## config.mk

```make
export PLATFORM = sky130hd
export DESIGN_NAME = flash_word_packer
export DESIGN_NICKNAME = d
export VERILOG_FILES = /design/src/rtl/flash_packer_pkg.sv /design/src/rtl/packer_lane_insert.sv /design/src/rtl/packer_erase_check.sv /design/src/rtl/flash_word_packer.sv
export SDC_FILE = /design/constraint.sdc
export NUM_CORES = 1
export LEC_CHECK = 0
export BUFFER_PORTS_ARGS = -buffer_cell sky130_fd_sc_hd__buf_2
export CAP_MARGIN = 0
export CORE_MARGIN = 3
export CORE_UTILIZATION = 50
export CTS_CLUSTER_DIAMETER = 100
export DETAILED_ROUTE_END_ITERATION = 7
export PLACE_DENSITY = 0.82
export SLEW_MARGIN = 15
export SYNTH_ARGS = -nofsm -noshare
export SYNTH_HDL_FRONTEND = slang
export SYNTH_SLANG_ARGS = --single-unit
export TNS_END_PERCENT = 10
```

## constraint.sdc

```tcl
create_clock -name clk -period 2.9 [get_ports clk]
set_clock_uncertainty 0.15 [all_clocks]
set_input_delay 0.87 -clock clk [delete_from_list [all_inputs] [get_ports clk]]
set_output_delay 0.87 -clock clk [all_outputs]
set_load 0.02 [all_outputs]
```

## src/rtl/flash_packer_pkg.sv

```systemverilog
package flash_packer_pkg;
    typedef enum logic [2:0] {
        ST_IDLE,
        ST_RD_REQ,
        ST_RD_WAIT,
        ST_GATHER,
        ST_CHECK,
        ST_WRITE,
        ST_FINISH
    } pk_state_e;

    localparam logic [1:0] PK_OK          = 2'd0;
    localparam logic [1:0] PK_NOT_ERASED  = 2'd1;
    localparam logic [1:0] PK_WR_FAIL     = 2'd2;
endpackage

```

## src/rtl/packer_lane_insert.sv

```systemverilog
module packer_lane_insert #(
    parameter int LANES = 4,
    localparam int WW = LANES * 8,
    localparam int LW = (LANES > 1) ? $clog2(LANES) : 1
) (
    input  logic [WW-1:0] word_in,
    input  logic [LW-1:0] lane,
    input  logic [7:0]    byte_in,
    output logic [WW-1:0] word_out
);
    for (genvar g = 0; g < LANES; g++) begin : g_lane
        assign word_out[8*g +: 8] = (lane == LW'(g)) ? byte_in : word_in[8*g +: 8];
    end
endmodule

```

## src/rtl/packer_erase_check.sv

```systemverilog
module packer_erase_check #(
    parameter int LANES = 4,
    localparam int WW = LANES * 8
) (
    input  logic [WW-1:0] cur_word,
    input  logic [WW-1:0] new_word,
    output logic          erased_ok
);
    logic [LANES-1:0] lane_ok;
    for (genvar g = 0; g < LANES; g++) begin : g_chk
        assign lane_ok[g] = ((cur_word[8*g +: 8] & new_word[8*g +: 8]) == new_word[8*g +: 8]);
    end
    assign erased_ok = &lane_ok;
endmodule

```

## src/rtl/flash_word_packer.sv

```systemverilog
module flash_word_packer
    import flash_packer_pkg::*;
#(
    parameter int AW = 32,
    parameter int CW = 16,
    parameter int EW = 4,
    localparam int LANES = 4,
    localparam int WW = LANES * 8,
    localparam int LW = $clog2(LANES)
) (
    input  logic          clk,
    input  logic          rst_n,
    input  logic          start,
    input  logic [AW-1:0] start_addr,
    input  logic [CW-1:0] byte_cnt,
    input  logic          in_valid,
    input  logic [7:0]    in_data,
    output logic          in_ready,
    output logic          rd_req,
    output logic [AW-1:0] rd_addr,
    input  logic [WW-1:0] rd_data,
    output logic          wr_req,
    output logic [AW-1:0] wr_addr,
    output logic [WW-1:0] wr_data,
    input  logic          wr_ack,
    input  logic [EW-1:0] wr_err,
    output logic          busy,
    output logic          done,
    output logic [1:0]    status,
    output logic [EW-1:0] err_code,
    output logic [CW-1:0] bytes_used
);
    pk_state_e     state_q, state_d;
    logic [AW-1:0] waddr_q;
    logic [LW-1:0] lane_q;
    logic [CW-1:0] remain_q;
    logic [CW-1:0] used_q;
    logic [WW-1:0] old_q;
    logic [WW-1:0] word_q;
    logic [1:0]    status_q;
    logic [EW-1:0] err_q;

    logic [WW-1:0] word_ins;
    logic          erased_ok;
    logic          take_byte;
    logic          word_last;
    logic          wr_bad;

    packer_lane_insert #(.LANES(LANES)) u_ins (
        .word_in  (word_q),
        .lane     (lane_q),
        .byte_in  (in_data),
        .word_out (word_ins)
    );

    packer_erase_check #(.LANES(LANES)) u_chk (
        .cur_word  (old_q),
        .new_word  (word_q),
        .erased_ok (erased_ok)
    );

    assign take_byte = (state_q == ST_GATHER) && in_valid;
    assign word_last = (remain_q == CW'(1)) || (lane_q == LW'(LANES - 1));
    assign wr_bad    = (wr_err != '0);

    // State register
    always_ff @(posedge clk or negedge rst_n) begin
        if (!rst_n) state_q <= ST_IDLE;
        else        state_q <= state_d;
    end

    // Next-state logic
    always_comb begin
        state_d = state_q;
        unique case (state_q)
            ST_IDLE: begin
                if (start) state_d = (byte_cnt == '0) ? ST_FINISH : ST_RD_REQ;
            end
            ST_RD_REQ:  state_d = ST_RD_WAIT;
            ST_RD_WAIT: state_d = ST_GATHER;
            ST_GATHER: begin
                if (take_byte && word_last) state_d = ST_CHECK;
            end
            ST_CHECK:   state_d = erased_ok ? ST_WRITE : ST_FINISH;
            ST_WRITE: begin
                if (wr_ack) begin
                    if (wr_bad || remain_q == '0) state_d = ST_FINISH;
                    else                          state_d = ST_RD_REQ;
                end
            end
            ST_FINISH:  state_d = ST_IDLE;
            default:    state_d = ST_IDLE;
        endcase
    end

    // Datapath registers
    always_ff @(posedge clk or negedge rst_n) begin
        if (!rst_n) begin
            waddr_q  <= '0;
            lane_q   <= '0;
            remain_q <= '0;
            used_q   <= '0;
            old_q    <= '0;
            word_q   <= '0;
            status_q <= PK_OK;
            err_q    <= '0;
        end else begin
            unique case (state_q)
                ST_IDLE: begin
                    if (start) begin
                        waddr_q  <= {start_addr[AW-1:2], 2'b00};
                        lane_q   <= start_addr[1:0];
                        remain_q <= byte_cnt;
                        used_q   <= '0;
                        status_q <= PK_OK;
                        err_q    <= '0;
                    end
                end
                ST_RD_WAIT: begin
                    old_q  <= rd_data;
                    word_q <= rd_data;
                end
                ST_GATHER: begin
                    if (take_byte) begin
                        word_q   <= word_ins;
                        lane_q   <= lane_q + LW'(1);
                        remain_q <= remain_q - CW'(1);
                        used_q   <= used_q + CW'(1);
                    end
                end
                ST_CHECK: begin
                    if (!erased_ok) status_q <= PK_NOT_ERASED;
                end
                ST_WRITE: begin
                    if (wr_ack) begin
                        if (wr_bad) begin
                            status_q <= PK_WR_FAIL;
                            err_q    <= wr_err;
                        end else begin
                            waddr_q <= waddr_q + AW'(LANES);
                            lane_q  <= '0;
                        end
                    end
                end
                default: ;
            endcase
        end
    end

    // Outputs
    always_comb begin
        in_ready   = (state_q == ST_GATHER);
        rd_req     = (state_q == ST_RD_REQ);
        rd_addr    = waddr_q;
        wr_req     = (state_q == ST_WRITE);
        wr_addr    = waddr_q;
        wr_data    = word_q;
        busy       = (state_q != ST_IDLE);
        done       = (state_q == ST_FINISH);
        status     = status_q;
        err_code   = err_q;
        bytes_used = used_q;
    end

    AST_WR_ALIGNED: assert property (@(posedge clk) disable iff (!rst_n)
        (wr_req || rd_req) |-> (wr_addr[1:0] == 2'b00 && rd_addr[1:0] == 2'b00));
    AST_WR_ERASED: assert property (@(posedge clk) disable iff (!rst_n)
        wr_req |-> ((old_q & wr_data) == wr_data));
    AST_RD_SINGLE: assert property (@(posedge clk) disable iff (!rst_n)
        rd_req |=> !rd_req);
    AST_WR_HOLD: assert property (@(posedge clk) disable iff (!rst_n)
        (wr_req && !wr_ack) |=> (wr_req && $stable(wr_addr) && $stable(wr_data)));
    AST_DONE_PULSE: assert property (@(posedge clk) disable iff (!rst_n)
        done |=> !done);
    AST_FAIL_QUIET: assert property (@(posedge clk) disable iff (!rst_n)
        (wr_req && wr_ack && wr_err != '0) |=> (done && !rd_req && !in_ready));
endmodule

```

## Yosys cells after proc, flatten, opt, wreduce, memory -nomap -nowiden

Cells that the tools add are included.

| operators by class | value |
|---|---|
| add/subtract/negate cells | 4 |
| equality and inequality tests | 25 |
| multiplexer cells | 37 |
| bitwise logic cells | 4 |
| reduce and logical (&&, ||, !) cells | 26 |

Operator list:

| cell | count |
|---|---|
| 32-bit two-way mux | 4 |
| 32-bit one-hot mux with 2 select lines | 2 |
| 16-bit two-way mux | 4 |
| 16-bit one-hot mux with 2 select lines | 2 |
| 32-bit by 3-bit adder with 32-bit output, second input constant | 1 |
| 8-bit AND | 4 |
| 8-bit == test | 4 |
| 16-bit zero test | 2 |
| 8-bit two-way mux | 4 |
| 2-bit two-way mux | 9 |
| 3-bit one-hot mux with 6 select lines | 1 |
| 3-bit AND reduction | 6 |
| 16-bit by 1-bit adder with 16-bit output, second input constant | 1 |
| 16-bit by 1-bit == test with 1-bit output, second input constant | 1 |
| 2-bit by 1-bit != test with 1-bit output, second input constant | 8 |
| 16-bit by 1-bit subtractor with 16-bit output, second input constant | 1 |
| 3-bit two-way mux | 5 |
| 4-bit two-way mux | 3 |
| 2-bit one-hot mux with 3 select lines | 2 |
| 4-bit AND reduction | 3 |
| 5-bit AND reduction | 2 |
| 3-bit == test, second input constant | 3 |
| 3-bit nonzero test | 3 |
| 4-bit one-hot mux with 2 select lines | 1 |
| 12 further kinds | 20 |

| storage, ports and cells | value |
|---|---|
| register bits | 139 |
| input port bits | 97 |
| output and inout port bits | 123 |
| logic and storage cells | 108 |

## Logic depth before layout (Yosys ltp)

Gate-level depths: netlist of run 1.

| logic depth | value |
|---|---|
| depth after elaboration | 5 |
| depth in mapped cells | 10 |
| mapped depth without buffers | 7 |

## Cells and area by module

From an unflattened synthesis of run 1, not the netlist that was laid out.

| unflattened totals | value |
|---|---|
| cell total of the unflattened synthesis | 851 |
| area, all modules | 8,052.7 µm² |

Modules (own cells, without submodules):

| module | times used | cells each | area each (µm²) | sequential area each (µm²) |
|---|---|---|---|---|
| flash_word_packer | 1 | 760 | 7,358.3 | 3,428.3 |
| packer_lane_insert | 1 | 38 | 440.4 | 0.0 |
| packer_erase_check | 1 | 53 | 254.0 | 0.0 |

## Worst setup path before layout of run 1

OpenSTA, ideal clock, no wires.

| timing | value |
|---|---|
| kind | input to register |
| start | in wr_err[2] |
| end | reg waddr_q[17] (netlist: rd_addr[17]) |
| setup time | 0.129 ns |
| data arrival time | 2.628 ns |
| data required time | 2.621 ns |
| path slack | -0.007 ns |
| stages on the path | 8 |
| path buffers | 3 |
| cell sequence | or4_1 -> clkbuf_1 -> or3_1 -> a21o_1 -> buf_2 -> buf_2 -> o21ai_0 -> o21ai_0 |

| between the ends | value |
|---|---|
| longest elaborated chain between the ends | 3 |

RTL lines:

| what | RTL line | source |
|---|---|---|
| start, declared | flash_word_packer.sv:26 | `input logic [EW-1:0] wr_err,` |
| 4-bit nonzero test | flash_word_packer.sv:64 | `assign wr_bad = (wr_err != '0);` |
| 2-bit != test (no line) | n/a |  |
| 4-bit AND reduction (no line) | n/a |  |
| end signal, assigned | flash_word_packer.sv:111 | `waddr_q <= {start_addr[AW-1:2], 2'b00};` |
| end signal, assigned | flash_word_packer.sv:140 | `waddr_q <= waddr_q + AW'(LANES);` |
| end, declared | flash_word_packer.sv:34 | `logic [AW-1:0] waddr_q;` |

No other way between the ends.
A chain may end at the register's enable or synchronous reset.

## Worst setup path in the final report of run 1

| timing | value |
|---|---|
| start | reg state_q[1] |
| end | out wr_req |

| between the ends | value |
|---|---|
| longest elaborated chain between the ends | 1 |

RTL lines:

| what | RTL line | source |
|---|---|---|
| start, declared | flash_word_packer.sv:33 | `pk_state_e state_q, state_d;` |
| start signal, assigned | flash_word_packer.sv:69 | `else state_q <= state_d;` |
| 3-bit == test | flash_word_packer.sv:155 | `wr_req = (state_q == ST_WRITE);` |
| end, declared | flash_word_packer.sv:22 | `output logic wr_req,` |

No other way between the ends.

==> results of run 1 <==
[registers in the layout, summed over array words and instances (netlist names)]
register	cells
lane_q	2
wr_data	32
old_q	32
state_q	3
remain_q	16
bytes_used	16
err_code	4
status	2
rd_addr	30
[layout by cell type (no fill, tap or decap), types with 4 or more instances in the layout]
master	instances
a32o_1	6
buf_4	20
ha_1	8
mux2_2	32
clkinvlp_4	6
dfrtp_1	137
nand2b_1	9
clkbuf_16	17
buf_12	5
xnor2_1	4
and2_1	10
nand2_1	70
nand4_1	14
buf_2	214
a31oi_1	5
o21ai_0	66
nand3_1	24
conb_1	4
nor2_1	40
nor4_1	11
a21oi_1	101
nor3_1	14
inv_1	42
and3_1	11
a21o_1	7
or3_1	8
a22oi_1	5
o22ai_1	27
or4_1	5
a211oi_1	24
[worst register-to-register path, stage by stage (launching register included)]
cell and delay [ns]:
dfrtp_1 0.48, nand3_2 0.16, or4_4 0.55, or4_4 0.54, or2_4 0.27, o32ai_2 0.20
a21oi_1 0.09
[routing by layer]
metal / vias to the layer above / wire (um) / GRT usage (%)
met4: 0 / 458 / 8.93
met5: - / 0 / 0
met3: 45 / 2080 / 8.63
met2: 372 / 10400 / 41.9
met1: 3420 / 8400 / 33.0
li1: 3303 / - / -
[through the flow]
step | utilization [%] | std cells | area (um2) | setup WS (ns) | setup TNS (ns)
after global routing | 64.4 | 1192 | 9150 | 0.0298 | 0
after CTS | 64.4 | 1192 | 9140 | 0.00967 | 0
after detailed placement | 60.3 | 1160 | 8560 | -0.0355 | -0.177
final | 64.4 | 1192 | 9150 | 0.0916 | 0
after floorplan | - | 821 | 7440 | 0.00865 | 0
after global placement | 60.3 | 1160 | 8560 | -0.0161 | -0.0391
[logic make-up after synthesis]
| kind of cell | count (synthesis) | share of synthesized area (%) |
|---|---|---|
| other | 1 | 0.0506 |
| AND/OR/NAND/NOR | 237 | 16.3 |
| adder cells (fa/ha/maj) | 8 | 1.35 |
| AO/OA/AOI/OAI | 271 | 22.1 |
| multiplexers | 33 | 4.99 |
| buffers and inverters | 124 | 8.18 |
| flip-flops | 137 | 46.2 |
| XOR/XNOR | 7 | 0.826 |
[worst paths after layout]
check,from,to,cells after the start
setup / recovery,state_q[1],wr_req,4
hold / removal,rst_n,bytes_used[3],1
setup reg to reg,rd_addr[13],rd_addr[31],6
hold reg to reg,remain_q[12],remain_q[12],1
max in group asynchronous,rst_n,wr_data[1],2
min in group clk,remain_q[12],remain_q[12],1
[layout make-up]
class	count	share of cell area, %
sequential	137	37.5
clock buffer	18	4.69
clock inverter	14	1.64
multi-input combinational	560	37.4
inverter	43	1.79
tap	180	2.46
timing repair buffer	240	14.6
[power by group]
group	internal (mW)	total, mW	switching [mW]
logic	1.89	5.07	3.17
clock network	1.27	2.13	0.865
registers	2.79	3.54	0.754
total	5.95	10.7	4.79
==> flow_results.org, run 1 <==
** Synth
- Number of distinct library cells after synthesis :: slightly above 60
- During synthesis, Yosys emitted a total of 0 warnings.
- Most common cell in the netlist :: dfrtp_1
- Mapped Avg Cell Area :: 9.07 um2
- For this run, asynchronously set or reset flops after synthesis account for 100%.
- Share of the synthesized area in the top cell type :: 46.2%
- Ranked by total cell area, the synthesized netlist is headed by dfrtp_1 (46%), a21oi_1 (6.8%), mux2_2 (4.9%).
- Synthesis produced 818 cells.
- Most frequently used flop master after synthesis :: dfrtp_1
- Of the synthesized area, sequential elements account for 46.2%.
- Leading post-synthesis cells by instance count :: dfrtp_1 (137), a21oi_1 (101), nand2_1 (70)
- Summing every instance area after synthesis gives 7420 um2.
- Counting flops with a built-in enable in the synthesized netlist gives 0.
- Flop and latch count out of synthesis :: between 100 and 150
- The biggest area contributor in the post-synthesis netlist is dfrtp_1.

** Timing
- For the pin with the worst max-slew slack, the measured transition is 0.628 ns.
- Tightest slew margin relative to the limit :: between 50% and 60%
- Final-report hold violation count :: 0
- Unrepaired setup endpoints after global routing :: false
- The worst path uses between 90% and 100% of the clock period.
- The final count of pins violating max slew is 0.
- Setup violations remaining at the end of the flow were counted as 0.
- FMAX :: 356 MHz
- The tightest hold path in the finished design has a slack of about 0.23 ns.
- Shortest clock period the worst path allows after layout :: 2.81 ns

** Global routing
- First-pass GRT wire length :: 34.0 mm
- Entering global routing, the biggest net connects 58 pins.
- For this run, the total global-route usage over all layers was measured as between 20% and 30%.
- The initial antenna violation count was 0.
- The number of global-route vias before repair was ~6800.
- Total grt overflow :: 0

** Clock tree
- Clock tree from TritonCTS :: done
- The clock drives 137 sinks.
- The cell sitting at the root of the clock tree is a clkbuf_16.
- Clock buffer depth :: 2
- # hold bufs at CTS :: 0
- After clock tree synthesis, the setup repair step added 0 buffers.
- Clk_lat worst skew :: 0.43 ns
- CTS built an H-tree with a depth of 4.
- Reg clk slew, reported paths :: 0.06 ns
- In this run, CTS created clock tree buffers numbering 17.
- Resized cells post-CTS :: 0

** Floorplanning
- Chip width :: 128 um
- In this run the standard cell core region covers 14200 um2.
- The die is 128 um tall.
- Initial core utilization :: 52.2%
- For this design the top-level I/O count stands at 220.
- The die covers 16300 um2.
- After floorplanning, the core was divided into 43 placement rows.

** Detailed routing
- The detailed router finished its first iteration with 580 violations.
- WL per Instance :: 17.9 um
- Post-DRT Antenna Nets :: 0
- DRC violations left :: 0
- The final route contains 7140 vias.
- For this run, the detailed router's first-pass iteration total came to 5.
- The final layout contains routed wiring with a total length of 21.3 mm.
- Using the TritonRoute via totals, the vias-per-cell ratio works out to 5.99.

** Run
- The tool flagged a number of max-cap violations equal to 0.

** Critical path
- Crit. End Element :: output port
- Critical Path Start Type :: flip-flop
- Worst path arrival time :: approximately 1.8 ns
- The signal on the critical path passes through nand2b_1 > or2_2 > inv_4 > buf_2.
- Register-to-register setup slack :: 0.34 ns
- On the worst path, the slowest cell contributes a delay of 0.40 ns.
- Maximum net fanout on the critical path :: 16
- Setup CP Type :: flip-flop to output port
- Family with the most delay on the worst path :: simple AND/OR/NAND/NOR gates
- STA puts the critical path data required time at 1.88 ns.
- On the critical path, the stage with the largest delay is an instance of or2_2.
- Count of buffering cells on the critical path with inverters included :: 2

** Pwr
- Lkg Pwr :: 4.18 nW
- Dividing total power by cell area gives a power density of 1170 nW/um2.
- After layout, the design draws a total of 10.7 mW.
- VDD IR max :: 0.642 mV

** Cells and area
- Compared with the post-synthesis result, the final layout area differs by 23.3%.
- Post-layout nets :: 1104
- Antenna Cells :: 0
- Fillers :: 1156
- Area taken by multi-input logic gates :: 3420 um2
- Register cell area after layout :: 3430 um2
- Ratio of cells with drive above 1 in the final layout :: 31.8%

** Min path
- The path class of the tightest hold or removal check is input pin to async pin.

** Placed design
- GPL Wtd Cong :: 0.877
- Total half-perimeter wirelength after legalization and detailed placement :: 15.0 mm
- Number of port buffers :: around 220

** Run status
- The flow ran to the end, and the final reports show no timing, DRC or antenna violations.
No activity file was read; power rests on OpenSTA's default activity.
==> run 2, diff against run 1 <==
--- a/config.mk
+++ b/config.mk
@@ -5,13 +5,15 @@
 export SDC_FILE = /design/constraint.sdc
 export NUM_CORES = 1
 export LEC_CHECK = 0
+export ABC_AREA = 1
 export BUFFER_PORTS_ARGS = -buffer_cell sky130_fd_sc_hd__buf_2
 export CAP_MARGIN = 0
 export CORE_MARGIN = 3
 export CORE_UTILIZATION = 50
 export CTS_CLUSTER_DIAMETER = 100
+export CTS_CLUSTER_SIZE = 12
 export DETAILED_ROUTE_END_ITERATION = 7
-export PLACE_DENSITY = 0.82
+export PLACE_DENSITY = 0.8
 export SLEW_MARGIN = 15
 export SYNTH_ARGS = -nofsm -noshare
 export SYNTH_HDL_FRONTEND = slang
==> flow_results.org, run 2 <==
** Clock tree
- The number of resized instances in the post-cts repair step came to 0 (unchanged).
- Clock tree from TritonCTS :: done
- The number of H-tree branching levels is 4 (unchanged).
- The clock buffer count from CTS was 17 (unchanged).
- Number of setup buffers added after CTS :: 0 (unchanged)
- Clk sinks :: 137 (unchanged)
- Clk_lat worst skew :: 0.43 ns (about the same)
- The number of buffers inserted by hold repair at cts came to 0 (unchanged).
- Master cell of the clock root buffer :: clkbuf_16
- Reg clk slew, reported paths :: 0.06 ns (about the same)
- The number of buffers on the longest clock path was 2 (unchanged).

** Cells and area
- Fillers :: 1553 (+34%)
- Most frequent cells in the layout :: nand2_1 (354), buf_2 (214), inv_1 (163), dfrtp_1 (137), nor2_1 (132)
- Non-filler instance count after layout :: 1631 (+37%)
- Ratio of cells with drive above 1 in the final layout :: 21.1% (-11 points)
- The net total in the final layout was 1503 (+36%).
- Antenna Cells :: 0 (unchanged)
- Fraction of the core area covered by cells at the end of the flow :: 60.9% (-3.6 points)
- Area of all placed cells without fillers :: 10100 um2 (+11%)
- Relative to the synthesized area, the layout overhead comes to 19.0%.
- Most frequent standard cell in the layout excluding fill and tap cells :: nand2_1

** Synth
- Most frequently used flop master after synthesis :: dfrtp_1
- Post-Syn Area :: 8510 um2 (+15%)
- Share of synthesized flip-flops with an asynchronous set or reset :: 100% (unchanged)
- Top cell type by total area after synthesis :: dfrtp_1
- Most common cell in the netlist :: nand2_1
- The cell count after synthesis is 1220 (+49%).
- Number of synthesized flops with an enable pin :: 0 (unchanged)
- Leading post-synthesis cells by instance count :: nand2_1 (355), inv_1 (163), dfrtp_1 (137)
- Number of distinct library cells after synthesis :: 39 (-36%)
- Share of the synthesized area in the top cell type :: 40.3% (-5.9 points)
- Flop and latch count out of synthesis :: 137 (unchanged)
- Cells taking the most area after synthesis :: dfrtp_1 (40%), nand2_1 (16%), o21ai_0 (7.6%)
- The number of warning messages in the yosys log is 0 (unchanged).
- Mapped Avg Cell Area :: 6.98 um2 (-23%)
- The sequential fraction of the synthesis area is 40.3% (-5.9 points).

** Timing
- Fin Setup TNS :: 0 ns (unchanged)
- The pin slew with the least headroom to its limit was 1.16 ns (+0.529 ns).
- Shortest clock period the worst path allows after layout :: 2.70 ns (-0.106 ns)
- Final-report hold violation count :: 0 (unchanged)
- FMAX :: 370 MHz (+3.9%)
- # setup viols final :: 0 (unchanged)
- The final hold slack came to 0.224 ns (-0.00524 ns).
- The post-route clock period utilization was 93.2% (-3.6 points).
- The remaining max-slew budget at the tightest pin came to 22.8% (-35 points).
- The final count of pins violating max slew came to 0 (unchanged).
- Setup repair after global routing left no endpoint under its margin.
- Final worst setup slack :: 0.197 ns (+0.106 ns)

** Global routing
- The global-route wire length before repair is 37.4 mm (+9.8%).
- The pin count of the biggest net entering global routing came to 53 (-8.6%).
- Total grt overflow :: 0 (unchanged)
- Number of antenna violations at the first check in global routing :: 0 (unchanged)
- The number of global-route vias before repair is 7535 (+10%).
- GRT Resource Usage Total :: 25.4% (-0.64 points)

** Detailed routing
- Total vias in the final route :: 8466 (+19%)
- Final wirelength :: 23.7 mm (+11%)
- The iteration-0 DRC count of the detailed router came to 667 (+15%).
- DRC violations left :: 0 (unchanged)
- Detailed Routing Iterations Pass 1 :: 5 (unchanged)
- The number of vias per cell is 5.19 (-13%).
- The wire length per cell came to 14.5 um (-19%).
- The residual antenna-violating net count after detailed routing came to 0 (unchanged).

** Floorplanning
- Vertical extent of the die :: 136 um (+6.8%)
- The overall die area came to 18600 um2 (+14%).
- Number of I/O pins :: 220 (unchanged)
- The effective utilization at floorplan is 51.2% (-1.1 points).
- Chip width :: 136 um (+6.8%)
- The standard cell core area was 16600 um2 (+17%).
- The number of core rows came to 47 (+9.3%).

** Placed design
- Total half-perimeter wirelength after legalization and detailed placement :: 17.2 mm (+15%)
- The routability congestion estimate from global placement was 0.921 (+5.0%).
- Worst slack at placement :: 0.279 ns (+0.314 ns)
- Post-placement cell area :: 9530 um2 (+11%)
- The number of buffers added on ports was 215 (unchanged).
- The number of placed cells counting well taps is 1599 (+38%).

** Pwr
- The post-route total power came to 11.1 mW (+3.6%).
- The cell area power density is 1100 nW/um2 (-6.4%).
- VDD IR max :: 0.526 mV (-18%)
- The leakage component of the power came to 5.35 nW (+28%).

** Run
- The max-capacitance violation count came to 0 (unchanged).

** Critical path
- Count of buffering cells on the critical path with inverters included :: 2 (unchanged)
- The critical path goes through inv_2 > nand2_4 > nor2_8 > buf_2.
- STA classifies the critical path endpoint as an output port.
- Family with the most delay on the worst path :: flip-flops
- The worst path arrival time was 1.68 ns (-0.11 ns).
- STA classifies the critical path startpoint as a flip-flop.
- The critical path is of the flip-flop to output port type.
- The largest stage delay on the critical path was 0.46 ns (+0.06 ns).
- The highest net fanout along the worst path came to 21 (+5).
- Worst path required time :: 1.88 ns (about the same)
- The largest individual stage delay along the critical path comes from the cell dfrtp_1.

** Min path
- Worst hold path class :: input pin to async pin

** Run status
- The run finished with clean final reports.
[run 2: layout make-up]
class / instances / area [um2] / share of cell area, %
repair buffers: 227 / 1200 / 11.8
well taps: 220 / 275 / 2.72
multi-input cells: 847 / 4000 / 39.5
flip-flops and latches: 137 / 3430 / 33.9
inverters: 168 / 633 / 6.25
clock inverters: 14 / 165 / 1.63
clock buffers: 18 / 429 / 4.24
[run 2: logic make-up after synthesis]
kind of cell | count (synthesis) | synth area share [%]
AO/OA/AOI/OAI | 203 | 13.3
flip-flops | 137 | 40.3
XOR/XNOR | 7 | 0.720
AND/OR/NAND/NOR | 625 | 31.6
other | 1 | 0.0440
adder cells (fa/ha/maj) | 8 | 1.18
buffers and inverters | 239 | 12.9
[run 2: per-layer routing]
layer | up-vias | track usage, % | wire, um
li1 | 4184 | - | -
met1 | 3905 | 34.9 | 10200
met2 | 331 | 40.0 | 11200
met3 | 46 | 5.37 | 1770
met4 | 0 | 8.34 | 529
met5 | - | 0 | 0
[run 2: final timing paths]
kind,endpoint,depth (start not counted),startpoint,slack [ns]
worst max register to register,rd_addr[12],6,state_q[0],0.52
worst max-delay path,in_ready,4,state_q[2],0.20
max in group asynchronous,bytes_used[13],2,rst_n,1.66
min in group clk,status[0],2,status[0],0.33
worst min register to register,status[0],2,status[0],0.33
worst min-delay path,remain_q[12],1,rst_n,0.22
[run 2: where the power goes]
group | switching, mW | total [mW] | internal [mW]
Clock | 0.902 | 2.19 | 1.29
Combinational | 3.58 | 5.31 | 1.73
Sequential | 0.871 | 3.63 | 2.76
Total | 5.35 | 11.1 | 5.77
